==> src/rtl/i2c_tg_pkg.sv <==
// Package: shared constants, count type and field decoders for the
// SCL timing generator. Field positions follow the register formats
// that the bit engine's software programs.
package i2c_tg_pkg;

    localparam int SMP_LIM_W = 4;   // sample count 1..8
    localparam int STP_LIM_W = 7;   // step count 1..64
    localparam int WORD_W    = 16;

    localparam logic [WORD_W-1:0] START_CFG_STD  = 16'h8001;
    localparam logic [WORD_W-1:0] START_CFG_FAST = 16'h1800;
    localparam logic [1:0]        HS_ENABLE_CODE = 2'b11;

    typedef struct packed {
        logic [SMP_LIM_W-1:0] smp;  // samples per step
        logic [STP_LIM_W-1:0] stp;  // steps per half period
    } tg_counts_t;

    // Normal word: sample-1 in [10:8], step-1 in [5:0].
    function automatic tg_counts_t decode_norm(input logic [WORD_W-1:0] w);
        tg_counts_t c;
        c.smp = {1'b0, w[10:8]} + 4'd1;
        c.stp = {1'b0, w[5:0]} + 7'd1;
        return c;
    endfunction

    // High-speed word: sample-1 in [14:12], step-1 in [10:8].
    function automatic tg_counts_t decode_hs(input logic [WORD_W-1:0] w);
        tg_counts_t c;
        c.smp = {1'b0, w[14:12]} + 4'd1;
        c.stp = {4'b0, w[10:8]} + 7'd1;
        return c;
    endfunction

endpackage

==> src/rtl/tg_cfg_regs.sv <==
// Timing register file. Holds the two programmed timing words and, on
// each run start, captures the counts, the mode and the start-condition
// setup word that stay fixed for the whole run.
// Assumes: load_i is a single-cycle pulse given only while idle.
module tg_cfg_regs
    import i2c_tg_pkg::*;
(
    input  logic              clk,
    input  logic              rst_n,
    input  logic              cfg_we_i,
    input  logic              cfg_sel_i,
    input  logic [WORD_W-1:0] cfg_wdata_i,
    input  logic              master_code_i,
    input  logic              std_rate_i,
    input  logic              load_i,
    output tg_counts_t        cnt_o,
    output logic              hs_active_o,
    output logic [WORD_W-1:0] start_cfg_o
);

    logic [WORD_W-1:0] norm_word_q;
    logic [WORD_W-1:0] hs_word_q;
    logic              hs_enabled;
    logic              use_hs;
    tg_counts_t        next_cnt;

    // Programmed words: written at any time, read only at run start.
    always_ff @(posedge clk) begin
        if (!rst_n) begin
            norm_word_q <= '0;
            hs_word_q   <= '0;
        end else if (cfg_we_i) begin
            if (cfg_sel_i) hs_word_q   <= cfg_wdata_i;
            else           norm_word_q <= cfg_wdata_i;
        end
    end

    // Mode select: high-speed counts unless disabled or sending the preamble.
    always_comb begin
        hs_enabled = (hs_word_q[1:0] == HS_ENABLE_CODE);
        use_hs     = hs_enabled && !master_code_i;
        next_cnt   = use_hs ? decode_hs(hs_word_q) : decode_norm(norm_word_q);
    end

    // Run-start capture of counts, mode flag and setup word.
    always_ff @(posedge clk) begin
        if (!rst_n) begin
            cnt_o       <= '{smp: 4'd1, stp: 7'd1};
            hs_active_o <= 1'b0;
            start_cfg_o <= START_CFG_FAST;
        end else if (load_i) begin
            cnt_o       <= next_cnt;
            hs_active_o <= use_hs;
            start_cfg_o <= std_rate_i ? START_CFG_STD : START_CFG_FAST;
        end
    end

endmodule

==> src/rtl/tg_prescale.sv <==
// Fixed prescaler: emits one tick every CLK_DIV source clocks while
// enabled and reports when it sits at phase zero.
// Assumes: held cleared (en_i low) while the generator is idle.
module tg_prescale #(
    parameter int CLK_DIV = 2
) (
    input  logic clk,
    input  logic rst_n,
    input  logic en_i,
    output logic tick_o,
    output logic zero_o
);

    generate
        if (CLK_DIV <= 1) begin : g_direct
            // No division: every enabled clock is a tick.
            always_comb begin
                tick_o = en_i;
                zero_o = 1'b1;
            end
        end else begin : g_count
            localparam int PW = $clog2(CLK_DIV);
            localparam logic [PW-1:0] LAST = PW'(CLK_DIV - 1);
            logic [PW-1:0] pre_q;

            // Divider count, held at zero while disabled.
            always_ff @(posedge clk) begin
                if (!rst_n || !en_i) pre_q <= '0;
                else if (pre_q == LAST) pre_q <= '0;
                else pre_q <= pre_q + 1'b1;
            end

            // Tick on the last divider state, zero flag on the first.
            always_comb begin
                tick_o = en_i && (pre_q == LAST);
                zero_o = (pre_q == '0);
            end
        end
    endgenerate

endmodule

==> src/rtl/tg_half_cnt.sv <==
// Nested half-period counter: the inner count runs over the sample count
// of prescaler ticks per step, the outer count over the step count of
// steps per half period. Flags the half-period end and the midpoint.
// Assumes: limits are 1..8 and 1..64 and stay stable while enabled.
module tg_half_cnt
    import i2c_tg_pkg::*;
(
    input  logic                 clk,
    input  logic                 rst_n,
    input  logic                 en_i,
    input  logic                 tick_i,
    input  logic                 pre_zero_i,
    input  logic [SMP_LIM_W-1:0] smp_lim_i,
    input  logic [STP_LIM_W-1:0] stp_lim_i,
    output logic                 wrap_o,
    output logic                 mid_o,
    output logic [STP_LIM_W-1:0] stp_pos_o
);

    logic [SMP_LIM_W-1:0] smp_q;
    logic [STP_LIM_W-1:0] stp_q;
    logic                 smp_last;
    logic                 stp_last;

    // End-of-count decodes for the two counters.
    always_comb begin
        smp_last = (smp_q == smp_lim_i - 1'b1);
        stp_last = (stp_q == stp_lim_i - 1'b1);
    end

    // Inner counter: advances on each prescaler tick.
    always_ff @(posedge clk) begin
        if (!rst_n || !en_i) smp_q <= '0;
        else if (tick_i) smp_q <= smp_last ? '0 : smp_q + 1'b1;
    end

    // Outer counter: advances when the inner counter wraps.
    always_ff @(posedge clk) begin
        if (!rst_n || !en_i) stp_q <= '0;
        else if (tick_i && smp_last) stp_q <= stp_last ? '0 : stp_q + 1'b1;
    end

    // Half-period end and midpoint flags.
    always_comb begin
        wrap_o    = tick_i && smp_last && stp_last;
        mid_o     = en_i && pre_zero_i && (smp_q == '0) && (stp_q == (stp_lim_i >> 1));
        stp_pos_o = stp_q;
    end

endmodule

==> src/rtl/i2c_scl_timing.sv <==
// SCL timing generator top. Starts on run_i while idle, toggles SCL at
// each half-period end, stops with SCL released when run_i is low at a
// half-period end, and emits the sample and drive strobes.
// Assumes: CLK_DIV >= 2 so every SCL phase is at least two cycles long.
module i2c_scl_timing
    import i2c_tg_pkg::*;
#(
    parameter int CLK_DIV = 2
) (
    input  logic              clk,
    input  logic              rst_n,
    input  logic              cfg_we_i,
    input  logic              cfg_sel_i,
    input  logic [WORD_W-1:0] cfg_wdata_i,
    input  logic              run_i,
    input  logic              master_code_i,
    input  logic              std_rate_i,
    output logic              scl_o,
    output logic              busy_o,
    output logic              sample_stb_o,
    output logic              drive_stb_o,
    output logic              hs_active_o,
    output logic [WORD_W-1:0] start_cfg_o
);

    logic                 busy_q;
    logic                 scl_q;
    logic                 fall_d_q;
    logic                 drive_q;
    logic                 start;
    logic                 tick;
    logic                 pre_zero;
    logic                 wrap;
    logic                 mid;
    logic [STP_LIM_W-1:0] stp_pos;
    tg_counts_t           cnt;

    // Run start: request seen while idle.
    always_comb start = run_i && !busy_q;

    tg_cfg_regs u_cfg (
        .clk          (clk),
        .rst_n        (rst_n),
        .cfg_we_i     (cfg_we_i),
        .cfg_sel_i    (cfg_sel_i),
        .cfg_wdata_i  (cfg_wdata_i),
        .master_code_i(master_code_i),
        .std_rate_i   (std_rate_i),
        .load_i       (start),
        .cnt_o        (cnt),
        .hs_active_o  (hs_active_o),
        .start_cfg_o  (start_cfg_o)
    );

    tg_prescale #(.CLK_DIV(CLK_DIV)) u_pre (
        .clk   (clk),
        .rst_n (rst_n),
        .en_i  (busy_q),
        .tick_o(tick),
        .zero_o(pre_zero)
    );

    tg_half_cnt u_half (
        .clk       (clk),
        .rst_n     (rst_n),
        .en_i      (busy_q),
        .tick_i    (tick),
        .pre_zero_i(pre_zero),
        .smp_lim_i (cnt.smp),
        .stp_lim_i (cnt.stp),
        .wrap_o    (wrap),
        .mid_o     (mid),
        .stp_pos_o (stp_pos)
    );

    // Run state and SCL level: toggle on each half-period end, release on stop.
    always_ff @(posedge clk) begin
        if (!rst_n) begin
            busy_q   <= 1'b0;
            scl_q    <= 1'b1;
            fall_d_q <= 1'b0;
        end else begin
            fall_d_q <= 1'b0;
            if (start) begin
                busy_q <= 1'b1;
                scl_q  <= 1'b1;
            end else if (busy_q && wrap) begin
                if (!run_i) begin
                    busy_q <= 1'b0;
                    scl_q  <= 1'b1;
                end else begin
                    scl_q    <= ~scl_q;
                    fall_d_q <= scl_q;
                end
            end
        end
    end

    // Drive strobe: one clock after the falling edge.
    always_ff @(posedge clk) begin
        if (!rst_n) drive_q <= 1'b0;
        else        drive_q <= fall_d_q;
    end

    // Output mapping; sample strobe only in the high phase.
    always_comb begin
        scl_o        = scl_q;
        busy_o       = busy_q;
        drive_stb_o  = drive_q;
        sample_stb_o = mid && scl_q && busy_q;
    end

endmodule

==> config.mk <==
export PLATFORM = sky130hd
export DESIGN_NAME = i2c_scl_timing
export DESIGN_NICKNAME = d
export VERILOG_FILES = /design/src/rtl/i2c_tg_pkg.sv /design/src/rtl/tg_cfg_regs.sv /design/src/rtl/tg_prescale.sv /design/src/rtl/tg_half_cnt.sv /design/src/rtl/i2c_scl_timing.sv
export SDC_FILE = /design/constraint.sdc
export NUM_CORES = 1
export LEC_CHECK = 0
export ABC_AREA = 1
export BUFFER_PORTS_ARGS = -buffer_cell sky130_fd_sc_hd__buf_2
export CORE_UTILIZATION = 60
export CTS_CLUSTER_DIAMETER = 120
export CTS_CLUSTER_SIZE = 16
export DETAILED_ROUTE_END_ITERATION = 12
export PLACE_DENSITY_LB_ADDON = 0.15
export SLEW_MARGIN = 20
export SYNTH_ARGS = -nofsm -noshare
export SYNTH_HDL_FRONTEND = slang
export SYNTH_SLANG_ARGS = --single-unit
==> constraint.sdc <==
create_clock -name clk -period 2.4 [get_ports clk]
set_input_delay 0.48 -clock clk [delete_from_list [all_inputs] [get_ports clk]]
set_output_delay 0.48 -clock clk [all_outputs]
set_load 0.02 [all_outputs]
==> results.tsv, run 1 <==
metric	value	unit
min Tclk post-route	2.01	ns
grt ovf	0	
post-synth top area cell	dfxtp_1	
routability cong.	0.831	
mapped cell area	2530	um^2
Seq/Total Area, Yosys	0.372	
clk_lat worst skew	0.30	ns
min-delay worst type	in -> reg	
post-synth top area share	0.372	
P&R area growth vs syn	9.36	%
Comb power frac	0.145	
Clock Power Share	0.347	
Die X	66.9	um
crit path kind	reg -> out	
Unique masters post-synth	33	
core area	4030	um^2
Crit Path Max Fanout	5	
io pins	44	
Final Hold Fails	0	
CP delay by family, top	simple AND/OR/NAND/NOR gates	
DRT iter0 DRCs	83	
TritonCTS clock tree	done	
Setup-failing EPs final	0	
setup TNS	0	ns
Setup Skew	0.0101	ns
placed cell count	439	
Bufs on Longest Clock Path	2	
switching share of power	0.273	
register area	941	um^2
Die H	66.9	um
Final HPWL DP	3780	um
Net Sw Power	0.452	mW
die area	4470	um^2
met1 Use GR	0.288	
Post-Syn Area per Cell	6.88	um^2
Filler Cells Inserted	386	
layout cell share with drive strength beyond 1	0.124	
CTS clock-pin slew for the worst setup and hold paths	0.09	ns
most numerous cell on the critical path	nand2_1	
Max Slew Vio Count	0	
Routed WL	4920	um
initial antenna violation count	0	
Peak VDD IR	0.000425	V
GR peak layer	met2	
internal power	1.20	mW
Worst path slowest cell	dfxtp_1	
met3 usage	0.0445	
main area contributors after synthesis	dfxtp_1, nand2_1, nor2_1	
Bufs and invs on worst path	2	
RSZ-0062 raised after global routing	false	
met2 Use GR	0.461	
DR vias	2219	
Num CTS Buffers	5	
drt pass-1 iters	4	
status	completed	
commonest non-fill, non-tap cells in the layout	nand2_1, nor2_1, inv_1	
Syn Inst Count	367	
#FFs+latches synth	47	
CTS Hold Buffers Added	0	
f_max	497	MHz
drt via density	4.98	
Required @ worst endpoint	1.92	ns
CTS H-tree depth	2	
Core Rows	23	
worst endpoint data arrival time	1.53	ns
buffer count from post-CTS setup fixing	0	
Ys Warns	0	
largest net degree at the start of global routing	25	
CP cell instances	inv_1 > ha_1 > nand2_1 > nor3_1 > nand2_1 > nor2_1 > buf_2	
DRC	0	
Port Buffers	27	
CP Launch Type	register	
Ant. Diodes	0	
final std cells w/o fill	446	
Final ANT Viol Nets	0	
power per cell area	599	nW/um^2
CTS resizes	0	
# clock sinks	47	
CP peak stage delay	0.37	ns
Initial Util	0.627	
Tot GR Track Use	0.253	
Final period util	0.839	
wire per inst	11.0	um
Final #Nets	427	
Sequential Power Share	0.508	
vias in the first global route	2062	
footprint of the multi-input gates	1310	um^2
Crit. End Element	output pin	
leakage power	1.32	nW
CTS root buf	clkbuf_8	
global-route wire length before repair	8620	um
most common cell after layout, fill and taps aside	nand2_1	
max_cap viols	0	
==> registers in the layout (all words and copies together) (netlist names) <==
register	cells
u_cfg.cnt_o	11
u_cfg.hs_active_o	1
u_cfg.hs_word_q	8
u_cfg.norm_word_q	9
drive_stb_o	1
fall_d_q	1
busy_o	1
u_half.smp_q	4
u_pre.g_count.pre_q	1
scl_o	1
u_half.stp_pos_o	7
u_cfg.start_cfg_o	2
==> power groups by stage <==
stage	Clock [mW]	Sequential, mW	Combinational [mW]
CTS	0.585	0.840	0.240
global route	0.607	0.845	0.277
finish	0.573	0.841	0.240
floorplan	0	0.858	0.192
global placement	0	0.857	0.234
detailed placement	0	0.859	0.239
==> worst register-to-register path, stage by stage (launching register included) <==
cell,delay (ns)
dfxtp_1,0.39
inv_1,0.09
ha_1,0.34
nand2_1,0.08
nand3_1,0.13
nor2_4,0.14
nand3_4,0.15
inv_2,0.13
nand3_2,0.09
nand3_2,0.16
nor2_1,0.06
==> cells by family after synthesis <==
logic type | after synthesis | share of synthesized area
adder cells (fa/ha/maj) | 8 | 0.0396
AND/OR/NAND/NOR | 180 | 0.309
other | 1 | 0.00148
buffers and inverters | 70 | 0.125
multiplexers | 1 | 0.00396
XOR/XNOR | 11 | 0.0381
flip-flops | 47 | 0.372
AO/OA/AOI/OAI | 49 | 0.111
==> Yosys cell counts <==
master,instances
a21oi_1,8
a221oi_1,1
a22o_1,1
buf_4,14
clkbuf_1,3
clkinv_1,1
conb_1,1
dfxtp_1,47
ha_1,8
inv_1,50
inv_2,2
mux2i_1,1
nand2_1,80
nand2_2,1
nand3_1,21
nand3_2,2
nand3_4,1
nand4_1,5
nor2_1,60
nor2_2,2
nor2_4,3
nor3_1,3
o2111ai_1,1
o211ai_1,3
o21a_1,1
o21ai_0,26
o21ai_1,1
o21ai_2,1
o22ai_1,5
o32ai_1,1
or2_2,2
xnor2_1,4
xor2_1,7
==> through the flow <==
| step | worst slack (ns) | cell area (um^2) | utilization | hold WS (ns) | power (mW) |
|---|---|---|---|---|---|
| floorplan | 0.628 | 2570 | - | 0.390 | 1.05 |
| global placement | 0.367 | 2660 | 0.659 | 0.418 | 1.09 |
| detailed placement | 0.340 | 2660 | 0.659 | 0.420 | 1.10 |
| CTS | 0.367 | 2760 | 0.686 | 0.366 | 1.67 |
| global route | 0.267 | 2760 | 0.686 | 0.381 | 1.73 |
| finish | 0.387 | 2760 | 0.686 | 0.376 | 1.65 |
==> layer usage <==
metal	vias up	share of wire
met5	-	0
met4	0	0.021
met3	10	0.036
met2	49	0.47
met1	972	0.47
li1	1188	-
==> worst paths after layout <==
| path | start | end | slack [ns] | depth (start not counted) |
|---|---|---|---|---|
| setup / recovery | u_half.smp_q[0] | sample_stb_o | 0.39 | 7 |
| hold reg to reg | fall_d_q | drive_stb_o | 0.42 | 2 |
| hold / removal | std_rate_i | u_cfg.start_cfg_o[12] | 0.38 | 2 |
| setup reg to reg | u_cfg.cnt_o[7] | u_half.stp_pos_o[3] | 0.54 | 10 |
==> final cells by class <==
type / instances / share of cell area
multi-input combinational: 261 / 0.475
sequential: 47 / 0.341
inverter: 53 / 0.0720
timing repair buffer: 28 / 0.0516
clock buffer: 5 / 0.0249
tap: 50 / 0.0226
clock inverter: 2 / 0.0136
Note: power is estimated with default switching activity, not from simulation.
==> inputs of run 2 (changes only) <==
--- a/config.mk
+++ b/config.mk
@@ -7,7 +7,7 @@
 export LEC_CHECK = 0
 export ABC_AREA = 1
 export BUFFER_PORTS_ARGS = -buffer_cell sky130_fd_sc_hd__buf_2
-export CORE_UTILIZATION = 60
+export CORE_UTILIZATION = 50
 export CTS_CLUSTER_DIAMETER = 120
 export CTS_CLUSTER_SIZE = 16
 export DETAILED_ROUTE_END_ITERATION = 12
==> constraint.sdc (replaced) <==
create_clock -name clk -period 1.8 [get_ports clk]
set_input_delay 0.36 -clock clk [delete_from_list [all_inputs] [get_ports clk]]
set_output_delay 0.36 -clock clk [all_outputs]
set_load 0.02 [all_outputs]
==> run 2 against run 1 <==
- combinational power increased by 43%
- non-clock buffer count increased by 8
- flip-flop and latch count unchanged
- sequential share of layout area decreased by 0.84 points
- final area increased by 4.0%
- largest cell class unchanged
- first-iteration DRC count decreased by 1.2%
- critical endpoint unchanged
- wire length increased by 1.8%
- sequential power increased by 33%
==> results.tsv, run 2 (synthesis gave the netlist of run 1 again) <==
metric	value	unit	change
wire per inst	10.6	um	was 11.0 um
TritonCTS clock tree	done		unchanged
routability cong.	0.900		was 0.831
global-route wire length before repair	8500	um	was 8620 um
Crit Path Max Fanout	6		was 5
r2r startpoint	u_cfg.cnt_o[7]		unchanged
RSZ-0062 raised after global routing	true		was false
largest net degree at the start of global routing	25		unchanged
max_cap viols	0		unchanged
Tot GR Track Use	0.203		was 0.253
f_max	582	MHz	
# clock sinks	47		unchanged
P&R area growth vs syn	13.8	%	was 9.36%
Die X	73.1	um	was 66.9 um
Port Buffers	27		unchanged
Setup-failing EPs final	0		unchanged
Ant. Diodes	0		unchanged
CP Launch Type	register		unchanged
Die H	73.1	um	was 66.9 um
core area	4790	um^2	was 4030 um^2
Hold Path Origin	std_rate_i		unchanged
min Tclk post-route	1.72	ns	
CTS Hold Buffers Added	0		unchanged
Final #Nets	435		was 427
RR Endpoint	busy_o		was u_half.stp_pos_o[3]
CTS root buf	clkbuf_8		unchanged
final core occ	0.601		was 0.686
placed cell count	461		was 439
Final period util	0.955		
grt ovf	0		unchanged
drt pass-1 iters	4		unchanged
Core Rows	25		was 23
DRT iter0 DRCs	82		was 83
Peak VDD IR	0.000535	V	was 0.000425 V
Filler Cells Inserted	470		was 386
Worst Slack Setup Final	0.0819	ns	was 0.387 ns
Max Slew Vio Count	0		unchanged
initial antenna violation count	0		unchanged
Setup Skew	0.00922	ns	was 0.0101 ns
final std cells w/o fill	472		was 446
DRC	0		unchanged
commonest non-fill, non-tap cells in the layout	nand2_1, nor2_1, inv_1		unchanged
clk_lat worst skew	0.30	ns	about the same
most common cell after layout, fill and taps aside	nand2_1		unchanged
dpl ws	0.0253	ns	was 0.340 ns
hold path cells	2		unchanged
min-delay worst type	in -> reg		unchanged
worst endpoint data arrival time	1.36	ns	was 1.53 ns
Final Hold Fails	0		unchanged
layout cell share with drive strength beyond 1	0.190		was 0.124
drt via density	4.74		was 4.98
hold endpoint	u_cfg.start_cfg_o[12]		unchanged
die area	5340	um^2	was 4470 um^2
Final HPWL DP	3890	um	was 3780 um
most flop-heavy register	u_cfg.cnt_o		unchanged
Worst Reg-to-Reg Cells	10		unchanged
leakage power	1.37	nW	was 1.32 nW
io pins	44		unchanged
setup TNS	0	ns	unchanged
DR vias	2237		was 2,219
vias in the first global route	2014		was 2,062
Required @ worst endpoint	1.44	ns	was 1.92 ns
crit path kind	reg -> out		unchanged
largest registers	u_cfg.cnt_o (11), u_cfg.norm_word_q (9), u_cfg.hs_word_q (8)		unchanged
CTS clock-pin slew for the worst setup and hold paths	0.10	ns	was 0.09 ns
Largest register FFs	11		unchanged
CTS H-tree depth	2		unchanged
Final ANT Viol Nets	0		unchanged
status	completed		unchanged
Initial Util	0.528		was 0.627
Crit. End Element	output pin		unchanged
Routed WL	5010	um	was 4920 um
Bufs on Longest Clock Path	2		unchanged
r2r setup slk	0.11	ns	was 0.54 ns
Num CTS Buffers	5		unchanged
power per cell area	738	nW/um^2	was 599 nW/um^2
[run 2: cell types whose count changed in the layout (fill, tap and decap cells not counted), sizes merged]
cell and change:
buf +8, bufinv -1, clkinv +1, clkinvlp -1, inv +2
[run 2: layer usage]
layer  track usage  part of all wire  up-vias
met4        0.0458            0.0072        0
li1              -                 -     1214
met2         0.364              0.48       36
met5             0                 0        -
met1         0.249              0.48      983
met3        0.0387             0.033        4
[run 2: area by class of cell]
cell class	instances	area, um^2	share of cell area
inverter	53	201	0.0701
multi-input combinational	261	1340	0.465
sequential	47	955	0.332
clock inverter	3	22.5	0.00784
clock buffer	5	68.8	0.0239
timing repair buffer	36	205	0.0714
tap	67	83.8	0.0292
[run 2: repair_timing]
action,in CTS,in global routing
pin swaps,0,3
setup buffers,0,3
endpoints found under the setup margin,1,12
resized for setup,5,19
[run 2: where the power goes]
group	internal (mW)	leakage, nW	switching, mW
clock network	0.282	0.0489	0.378
logic	0.127	0.936	0.215
registers	1.08	0.385	0.0357
[run 2: worst max path at each step]
stage,from,endpoint,slack [ns],cells after the start
6_report,u_half.stp_pos_o[3],sample_stb_o,0.08,5
5_1_grt,u_cfg.cnt_o[7],busy_o,-0.04,11
4_1_cts,u_cfg.cnt_o[7],busy_o,0.002,10
3_5_place_dp,master_code_i,u_cfg.cnt_o[9],0.03,9
3_3_place_gp,master_code_i,u_cfg.cnt_o[9],0.04,9
2_1_floorplan,master_code_i,u_cfg.cnt_o[9],0.15,8
[run 2: per-stage QoR]
| stage | total power, mW | instance area, um^2 | hold WS, ns |
|---|---|---|---|
| floorplan | 1.40 | 2570 | 0.390 |
| global placement | 1.46 | 2720 | 0.421 |
| detailed placement | 1.47 | 2720 | 0.440 |
| CTS | 2.13 | 2820 | 0.235 |
| global route | 2.23 | 2870 | 0.240 |
| finish | 2.12 | 2870 | 0.241 |
[run 2: critical path, stage by stage, from the launching register on]
cell     delay (ns)
dfxtp_1        0.38
xor2_1         0.20
nor3_2         0.19
nand2_1        0.07
nor2_1         0.09
buf_4          0.14
==> inputs of run 3 (changes only) <==
--- a/config.mk
+++ b/config.mk
@@ -7,11 +7,12 @@
 export LEC_CHECK = 0
 export ABC_AREA = 1
 export BUFFER_PORTS_ARGS = -buffer_cell sky130_fd_sc_hd__buf_2
-export CORE_UTILIZATION = 50
+export CORE_UTILIZATION = 52
+export CTS_BUF_LIST = sky130_fd_sc_hd__clkbuf_4
 export CTS_CLUSTER_DIAMETER = 120
 export CTS_CLUSTER_SIZE = 16
 export DETAILED_ROUTE_END_ITERATION = 12
-export PLACE_DENSITY_LB_ADDON = 0.15
+export PLACE_DENSITY = 0.79
 export SLEW_MARGIN = 20
 export SYNTH_ARGS = -nofsm -noshare
 export SYNTH_HDL_FRONTEND = slang
==> constraint.sdc (replaced) <==
create_clock -name clk -period 1.8 [get_ports clk]
set_input_delay 0.18 -clock clk [delete_from_list [all_inputs] [get_ports clk]]
set_output_delay 0.18 -clock clk [all_outputs]
set_load 0.02 [all_outputs]
==> run 3 against run 2 <==
- non-clock buffer count rose by 4
- sequential power hardly changed
- fmax is 0.79% lower
- clock power is 22% lower
- cell count is 2.3% lower
- critical path depth rose by 2
- largest power group unchanged
==> results.tsv, run 3 (synthesis gave the netlist of run 1 again) <==
metric	value	unit	change
status	completed		unchanged
# clock sinks	47		unchanged
Worst Reg-to-Reg Cells	11		was 10
Crit Path Max Fanout	4		was 6
max_cap viols	0		unchanged
dpl ws	-0.0128	ns	was 0.0253 ns
hold path cells	3		was 2
Final Cell Area	2860	um^2	was 2870 um^2
largest registers	u_cfg.cnt_o (11), u_cfg.norm_word_q (9), u_cfg.hs_word_q (8)		unchanged
TritonCTS clock tree	done		unchanged
Die H	71.7	um	was 73.1 um
Fin Hold WS	0.0337	ns	was 0.241 ns
clk_lat worst skew	0.36	ns	was 0.30 ns
RR Endpoint	busy_o		unchanged
Filler Cells Inserted	403		was 470
wire per inst	11.1	um	was 10.6 um
Ant. Diodes	0		unchanged
Final #Nets	439		was 435
Final HPWL DP	3860	um	was 3890 um
layout cell share with drive strength beyond 1	0.183		was 0.190
Largest register FFs	11		unchanged
CTS clock-pin slew for the worst setup and hold paths	0.14	ns	was 0.10 ns
Setup-failing EPs final	0		unchanged
Bufs on Longest Clock Path	2		unchanged
setup TNS	0	ns	unchanged
Total Power	1.98	mW	was 2.12 mW
Final period util	0.962		was 0.955
CTS root buf	clkbuf_4		was clkbuf_8
DRC	0		unchanged
Required @ worst endpoint	1.62	ns	was 1.44 ns
core area	4500	um^2	was 4790 um^2
global-route wire length before repair	8620	um	was 8500 um
vias in the first global route	2045		was 2,014
Final ANT Viol Nets	0		unchanged
min-delay worst type	in -> reg		unchanged
Final Hold Fails	0		unchanged
Routed WL	5130	um	was 5010 um
DRT iter0 DRCs	133		was 82
most common cell after layout, fill and taps aside	nand2_1		unchanged
dpl cell area	2670	um^2	was 2720 um^2
io pins	44		unchanged
leakage power	1.38	nW	was 1.37 nW
die area	5140	um^2	was 5340 um^2
min Tclk post-route	1.73	ns	was 1.72 ns
power per cell area	693	nW/um^2	was 738 nW/um^2
worst endpoint data arrival time	1.55	ns	was 1.36 ns
r2r setup slk	0.12	ns	was 0.11 ns
most flop-heavy register	u_cfg.cnt_o		unchanged
largest net degree at the start of global routing	25		unchanged
Core Rows	24		was 25
drt via density	5.00		was 4.74
Max Slew Vio Count	0		unchanged
Tot GR Track Use	0.208		was 0.203
hold endpoint	busy_o		was u_cfg.start_cfg_o[12]
P&R area growth vs syn	13.2	%	was 13.8%
drt pass-1 iters	4		unchanged
CTS H-tree depth	2		unchanged
DR vias	2304		was 2,237
commonest non-fill, non-tap cells in the layout	nand2_1, nor2_1, inv_1		unchanged
Setup Skew	0.00748	ns	was 0.00922 ns
r2r startpoint	u_cfg.cnt_o[7]		unchanged
Num CTS Buffers	5		unchanged
Initial Util	0.561		was 0.528
initial antenna violation count	0		unchanged
CP Launch Type	register		unchanged
grt ovf	0		unchanged
f_max	577	MHz	was 582 MHz
Die X	71.7	um	was 73.1 um
Hold Path Origin	run_i		was std_rate_i
crit path kind	reg -> out		unchanged
Worst Slack Setup Final	0.0681	ns	was 0.0819 ns
routability cong.	0.853		was 0.900
Peak VDD IR	0.000431	V	was 0.000535 V
Crit. End Element	output pin		unchanged
Port Buffers	27		unchanged
-- run 3: layout make-up --
| class | instances | area (um^2) | area share |
|---|---|---|---|
| sequential | 47 | 952 | 0.333 |
| clock inverter | 3 | 22.5 | 0.00788 |
| inverter | 53 | 201 | 0.0705 |
| timing repair buffer | 40 | 238 | 0.0832 |
| tap | 52 | 65.1 | 0.0228 |
| multi-input combinational | 261 | 1340 | 0.470 |
| clock buffer | 5 | 37.5 | 0.0131 |
-- run 3: per-stage QoR --
stage,instances,utilization
final,461,0.635
after global routing,461,0.635
after CTS,452,0.610
after detailed placement,443,0.594
after global placement,443,0.594
after floorplan,378,-
-- run 3: layer usage --
layer	up-vias	GRT usage	routed length, um
met5	-	0	0
met3	11	0.0464	223
met4	0	0.0523	84
li1	1222	-	-
met2	53	0.356	2410
met1	1018	0.265	2410
-- run 3: timing repair --
item / CTS / global route
endpoints found under the setup margin: 1 / 12
buffers inserted: 0 / 9
endpoints found under the hold margin: 1 / 0
resized for setup: 1 / 20
pin swaps: 0 / 5
hold buffers: 1 / 0
-- run 3: how the worst max path moves through the flow --
stage	from	endpoint	slack (ns)	cells past startpoint
after CTS	u_half.smp_q[0]	sample_stb_o	0.02	7
after global placement	u_cfg.hs_word_q[1]	u_cfg.cnt_o[9]	0.04	9
final	u_half.smp_q[0]	sample_stb_o	0.07	7
after global routing	u_cfg.cnt_o[7]	scl_o	-0.01	11
after detailed placement	u_cfg.hs_word_q[1]	u_cfg.cnt_o[9]	-0.01	9
after floorplan	u_cfg.hs_word_q[1]	u_cfg.cnt_o[9]	0.16	9
-- run 3: power by group --
group	switching, mW	total (mW)	internal (mW)
clock	0.357	0.515	0.158
sequential	0.0356	1.12	1.08
combinational	0.217	0.345	0.128
total	0.609	1.98	1.37
-- run 3: worst max-delay path, stage by stage (launching register included) --
cell	delay (ns)
dfxtp_4	0.38
inv_1	0.08
ha_1	0.15
nand2_1	0.06
nor3_2	0.16
nand2_1	0.07
nor2_1	0.14
buf_4	0.16
